### src/rtl/chan_protect_pkg.sv
package chan_protect_pkg;
  parameter int unsigned CODE_W = 8;
  typedef logic [CODE_W-1:0] code_t;
endpackage

### src/rtl/thermal_latch.sv
module thermal_latch
  import chan_protect_pkg::*;
#(
  parameter int unsigned TRIP_CODE  = 185,
  parameter int unsigned CLEAR_CODE = 175
) (
  input  logic  clk,
  input  logic  rst_n,
  input  logic  sample_vld,
  input  code_t code,
  output logic  hot
);
  localparam code_t TRIP_C  = code_t'(TRIP_CODE);
  localparam code_t CLEAR_C = code_t'(CLEAR_CODE);

  // Set at or above trip, clear strictly below trip minus hysteresis.
  always_ff @(posedge clk or negedge rst_n) begin
    if (!rst_n) begin
      hot <= 1'b0;
    end else if (sample_vld) begin
      if (code >= TRIP_C)      hot <= 1'b1;
      else if (code < CLEAR_C) hot <= 1'b0;
    end
  end
endmodule

### src/rtl/supply_lockout.sv
module supply_lockout
  import chan_protect_pkg::*;
#(
  parameter int unsigned OFF_CODE = 70,
  parameter int unsigned ON_CODE  = 105
) (
  input  logic  clk,
  input  logic  rst_n,
  input  logic  sample_vld,
  input  code_t code,
  output logic  locked
);
  localparam code_t OFF_C = code_t'(OFF_CODE);
  localparam code_t ON_C  = code_t'(ON_CODE);

  // Starts locked; only a sample above the restart level releases it.
  always_ff @(posedge clk or negedge rst_n) begin
    if (!rst_n) begin
      locked <= 1'b1;
    end else if (sample_vld) begin
      if (code <= OFF_C)    locked <= 1'b1;
      else if (code > ON_C) locked <= 1'b0;
    end
  end
endmodule

### src/rtl/prot_out_stage.sv
module prot_out_stage #(
  parameter int unsigned N_CH = 8
) (
  input  logic            clk,
  input  logic            rst_n,
  input  logic [N_CH-1:0] cmd_en,
  input  logic [N_CH-1:0] hot,
  input  logic            uv_lock,
  output logic [N_CH-1:0] en_out,
  output logic            diag_n
);
  logic [N_CH-1:0] gate_d;
  logic            fault_d;

  always_comb begin
    gate_d  = cmd_en & ~hot & ~{N_CH{uv_lock}};
    fault_d = (|hot) | uv_lock;
  end

  always_ff @(posedge clk or negedge rst_n) begin
    if (!rst_n) begin
      en_out <= '0;
      diag_n <= 1'b0;
    end else begin
      en_out <= gate_d;
      diag_n <= ~fault_d;
    end
  end
endmodule

### src/rtl/chan_protect_supervisor.sv
module chan_protect_supervisor
  import chan_protect_pkg::*;
#(
  parameter int unsigned N_CH        = 8,
  parameter int unsigned TEMP_OFFSET = 50,
  parameter int unsigned TRIP_DEGC   = 135,
  parameter int unsigned HYST_K      = 10,
  parameter int unsigned UV_OFF_DV   = 70,
  parameter int unsigned UV_ON_DV    = 105
) (
  input  logic                   clk,
  input  logic                   rst_n,
  input  logic [N_CH-1:0]        cmd_en,
  input  logic                   temp_vld,
  input  logic [N_CH*CODE_W-1:0] temp_code,
  input  logic                   vsup_vld,
  input  logic [CODE_W-1:0]      vsup_code,
  output logic [N_CH-1:0]        en_out,
  output logic                   diag_n
);
  localparam int unsigned TRIP_CODE  = TRIP_DEGC + TEMP_OFFSET;
  localparam int unsigned CLEAR_CODE = TRIP_CODE - HYST_K;

  logic [N_CH-1:0] hot_vec;
  logic            uv_lock;

  for (genvar c = 0; c < N_CH; c++) begin : g_ch
    thermal_latch #(
      .TRIP_CODE (TRIP_CODE),
      .CLEAR_CODE(CLEAR_CODE)
    ) u_therm (
      .clk       (clk),
      .rst_n     (rst_n),
      .sample_vld(temp_vld),
      .code      (temp_code[c*CODE_W +: CODE_W]),
      .hot       (hot_vec[c])
    );
  end

  supply_lockout #(
    .OFF_CODE(UV_OFF_DV),
    .ON_CODE (UV_ON_DV)
  ) u_uvlo (
    .clk       (clk),
    .rst_n     (rst_n),
    .sample_vld(vsup_vld),
    .code      (vsup_code),
    .locked    (uv_lock)
  );

  prot_out_stage #(
    .N_CH(N_CH)
  ) u_out (
    .clk    (clk),
    .rst_n  (rst_n),
    .cmd_en (cmd_en),
    .hot    (hot_vec),
    .uv_lock(uv_lock),
    .en_out (en_out),
    .diag_n (diag_n)
  );
endmodule

### config.mk
export PLATFORM = sky130hd
export DESIGN_NAME = chan_protect_supervisor
export DESIGN_NICKNAME = d
export VERILOG_FILES = /design/src/rtl/chan_protect_pkg.sv /design/src/rtl/thermal_latch.sv /design/src/rtl/supply_lockout.sv /design/src/rtl/prot_out_stage.sv /design/src/rtl/chan_protect_supervisor.sv
export SDC_FILE = /design/constraint.sdc
export NUM_CORES = 1
export LEC_CHECK = 0
export ABC_CLOCK_PERIOD_IN_PS = 1070
export BUFFER_PORTS_ARGS = -buffer_cell sky130_fd_sc_hd__buf_2
export CORE_UTILIZATION = 35
export DETAILED_ROUTE_END_ITERATION = 10
export GPL_ROUTABILITY_DRIVEN = 0
export PLACE_DENSITY = 0.85
export SLEW_MARGIN = 20
export SYNTH_ARGS = -nofsm -noshare
export SYNTH_HDL_FRONTEND = slang
export SYNTH_SLANG_ARGS = --single-unit
### constraint.sdc
create_clock -name clk -period 1.07 [get_ports clk]
set_input_delay 0.214 -clock clk [delete_from_list [all_inputs] [get_ports clk]]
set_output_delay 0.214 -clock clk [all_outputs]
set_load 0.05 [all_outputs]
==> out/results.txt <==
Slew @ Worst Pin -> 0.423 ns
Fraction of layout cells with a size suffix above 1 -> 56.2%
CTS clk-pin slew, worst paths -> 0.09 ns
Area growth syn-to-layout -> 59.6%
Die Y -> 58.8 um
Top Ports -> 93
Synthesis warning total -> 0
Mean Syn Cell Area -> 9.72 um2
HPWL after DPL -> 2490 um
Layout net count -> 302
Kind of critical path -> flip-flop to flip-flop
Worst-skew pair later-pin latency -> 0.28 ns
Crit path cell chain -> and3b_1 > o21ai_1 > o21ai_1 > a31oi_1
Clk Tree Root Cell -> clkbuf_4
Clock Path Buffers -> 2
Req. time, crit path -> 1.28 ns
Worst path max stage delay -> 0.55 ns
Total DRC errors in the routed layout -> 0
Final setup viols -> 1
First-pass GRT wire length -> 4380 um
WP data arrival -> 1.33 ns
Largest net degree at the start of global routing -> 19
Fin util -> 58.9%
Post-route cell area -> 1800 um2
RSZ-0062 raised after global routing -> true
Yosys top cell by area -> dfrtp_1
Clk_skew -> 0.00214 ns
Row cnt -> 20
DR vias -> 1296
Post-synth top area share -> 37.7%
Via density -> 4.97
CP Capture Type -> flip-flop
DP Area -> 1680 um2
Critical path peak fanout -> 4
H-tree levels -> 1
Initial antenna violation count -> 0
CTS tree -> done
Initial Util -> 36.9%
Most common cell on crit path -> o21ai_1
WL/cell -> 11.5 um
Syn Nets -> 200
Max VDD drop -> 422 uV
Worst path slowest cell -> dfstp_2
DIE AREA -> 3450 um2
Failing checks -> setup timing
Antenna-violating nets left -> 0
Post-synth cell types -> 23
Top post-synthesis cells by area -> dfrtp_1 38%, a211oi_2 8.9%, a21oi_1 7.1%, mux2i_1 7.1%, a31o_2 6.2%
Max-cap violations -> 0
Status -> complete, but fails checks
PD cells -> 1050 nW/um2
R2r setup slk -> -0.05 ns
WP depth -> 4
CP top delay family -> flip-flops
Drt first pass iters -> 4
Minimum clock period -> 1.12 ns
FF+latch count, synth -> 18
Total Wirelength -> 3000 um
Slack of the critical path -> -0.0452 ns
Number of inserted diodes -> 0
Rel. slew slack -> 71.4%
LEAKAGE -> 0.000890 uW
Startpoint class of the critical path -> flip-flop
Hold Path Stages -> 2
GRT Util Overall -> 16.9%
Gate Count Post-Synth -> 116
Core box area -> 3050 um2
Fmax -> 897 MHz
Vias in the first global route -> 1091
Post-synthesis sequential area ratio -> 40.1%
Starting DRT DRC Count -> 55
CP bufs+invs -> 0
Pins Over Slew Limit -> 0
Die Wd -> 58.8 um
Worst hold path type -> primary input to flip-flop
Worst r2r path cells -> 4
Clk sinks -> 18
CTS Buf Count -> 3
Final TNS setup -> -0.0452 ns
Overflow after GRT -> 0
Buffers added on ports -> 92
Post-Syn Area -> 1130 um2
Fin crit share -> 104%
Final Hold Vio Count -> 0
## layout make-up
class | count | area, um2
fill | 282 | 1250
multi-input combinational | 95 | 664
timing repair buffer | 100 | 592
clock buffer | 4 | 36.3
tap | 44 | 55.1
sequential | 18 | 452
## worst register-to-register path, delay by kind of cell (launching register included)
family / cells / cell delay (ns)
DFF: 1 / 0.55
AOI/OAI and AO/OA: 3 / 0.33
and+or+nand+nor: 1 / 0.17
## placed cells by master, fill, tap and decap left out
cell	n
and2_1	1
dfrtp_1	17
dfstp_2	1
buf_6	9
a211oi_2	8
dlygate4sd3_1	1
nor2b_1	1
a21oi_1	16
a31oi_1	1
o21ai_1	2
buf_12	1
o21ai_0	1
nand2b_1	6
clkbuf_8	1
nand2_1	12
buf_4	6
and3b_1	1
nor3_1	1
buf_2	83
nor2_1	9
nor3b_1	8
clkbuf_4	3
or2b_1	2
o311ai_0	8
a31o_2	8
nor4_2	2
mux2i_1	8
## metal layers
metal  wire (um)  up-vias  GRT usage, %
li1            -      654             -
met1        1180      580          18.6
met2        1560       60          31.8
met3         246        2          3.96
met4          13        0          5.10
met5           0        -             0
## per-stage QoR
step	instances	power (uW)	hold WS, ns	worst slack [ns]
6_report	261	1890	0.0790	-0.0452
5_1_grt	261	2010	0.0647	-0.142
4_1_cts	261	1880	0.0724	-0.0505
3_5_place_dp	256	1440	0.157	-0.0656
3_3_place_gp	256	1420	0.162	-0.0402
2_1_floorplan	116	1150	-0.0816	0.00557
## power breakdown
part | switching [uW] | leakage, uW | internal [uW]
Sequential | 50.7 | 0.000232 | 753
Clock | 191 | 0.0000210 | 207
Combinational | 356 | 0.000637 | 332
Total | 598 | 0.000890 | 1290
## Yosys cell counts
| cell | instances |
|---|---|
| buf_4 | 1 |
| buf_2 | 1 |
| mux2i_1 | 8 |
| nor3_1 | 1 |
| a31o_2 | 8 |
| buf_6 | 1 |
| dfrtp_1 | 17 |
| nor3b_1 | 8 |
| and2_1 | 1 |
| o21ai_0 | 1 |
| a31oi_1 | 1 |
| dfstp_2 | 1 |
| nor2b_1 | 1 |
| a21oi_1 | 16 |
| a211oi_2 | 8 |
| nor2_1 | 9 |
| nand2_1 | 12 |
| or2b_1 | 2 |
| nor4_1 | 2 |
| o311ai_0 | 8 |
| and3b_1 | 1 |
| o21ai_1 | 2 |
| nand2b_1 | 6 |
## timing repair
item / CTS / global route
hold endpoints to repair: 17 / 0
pin swaps: 1 / 0
buffers inserted: 0 / 0
setup endpoints to repair: 11 / 12
resized for setup: 13 / 7
hold buffers: 1 / 0
## final timing paths
check | start | end
setup / recovery | u_uvlo.locked | u_uvlo.locked
hold / removal | vsup_code[6] | u_uvlo.locked
setup reg to reg | u_uvlo.locked | u_uvlo.locked
hold reg to reg | g_ch[6].u_therm.hot | u_out.en_out[6]
max in group asynchronous | rst_n | u_uvlo.locked
min in group asynchronous | rst_n | u_out.en_out[2]
## cells by family after synthesis
logic type,after synthesis,share of synthesized area (%)
simple gates,43,20.4
flops,18,40.1
buf+inv,3,2.11
mux,8,7.10
compound gates,44,30.3
## state kept, by name (all words and copies together), names as in the netlist
register and count:
u_out.en_out 8, u_uvlo.locked 1, g_ch.u_therm.hot 8, u_out.diag_n 1
Note: power is estimated with default switching activity, not from simulation.
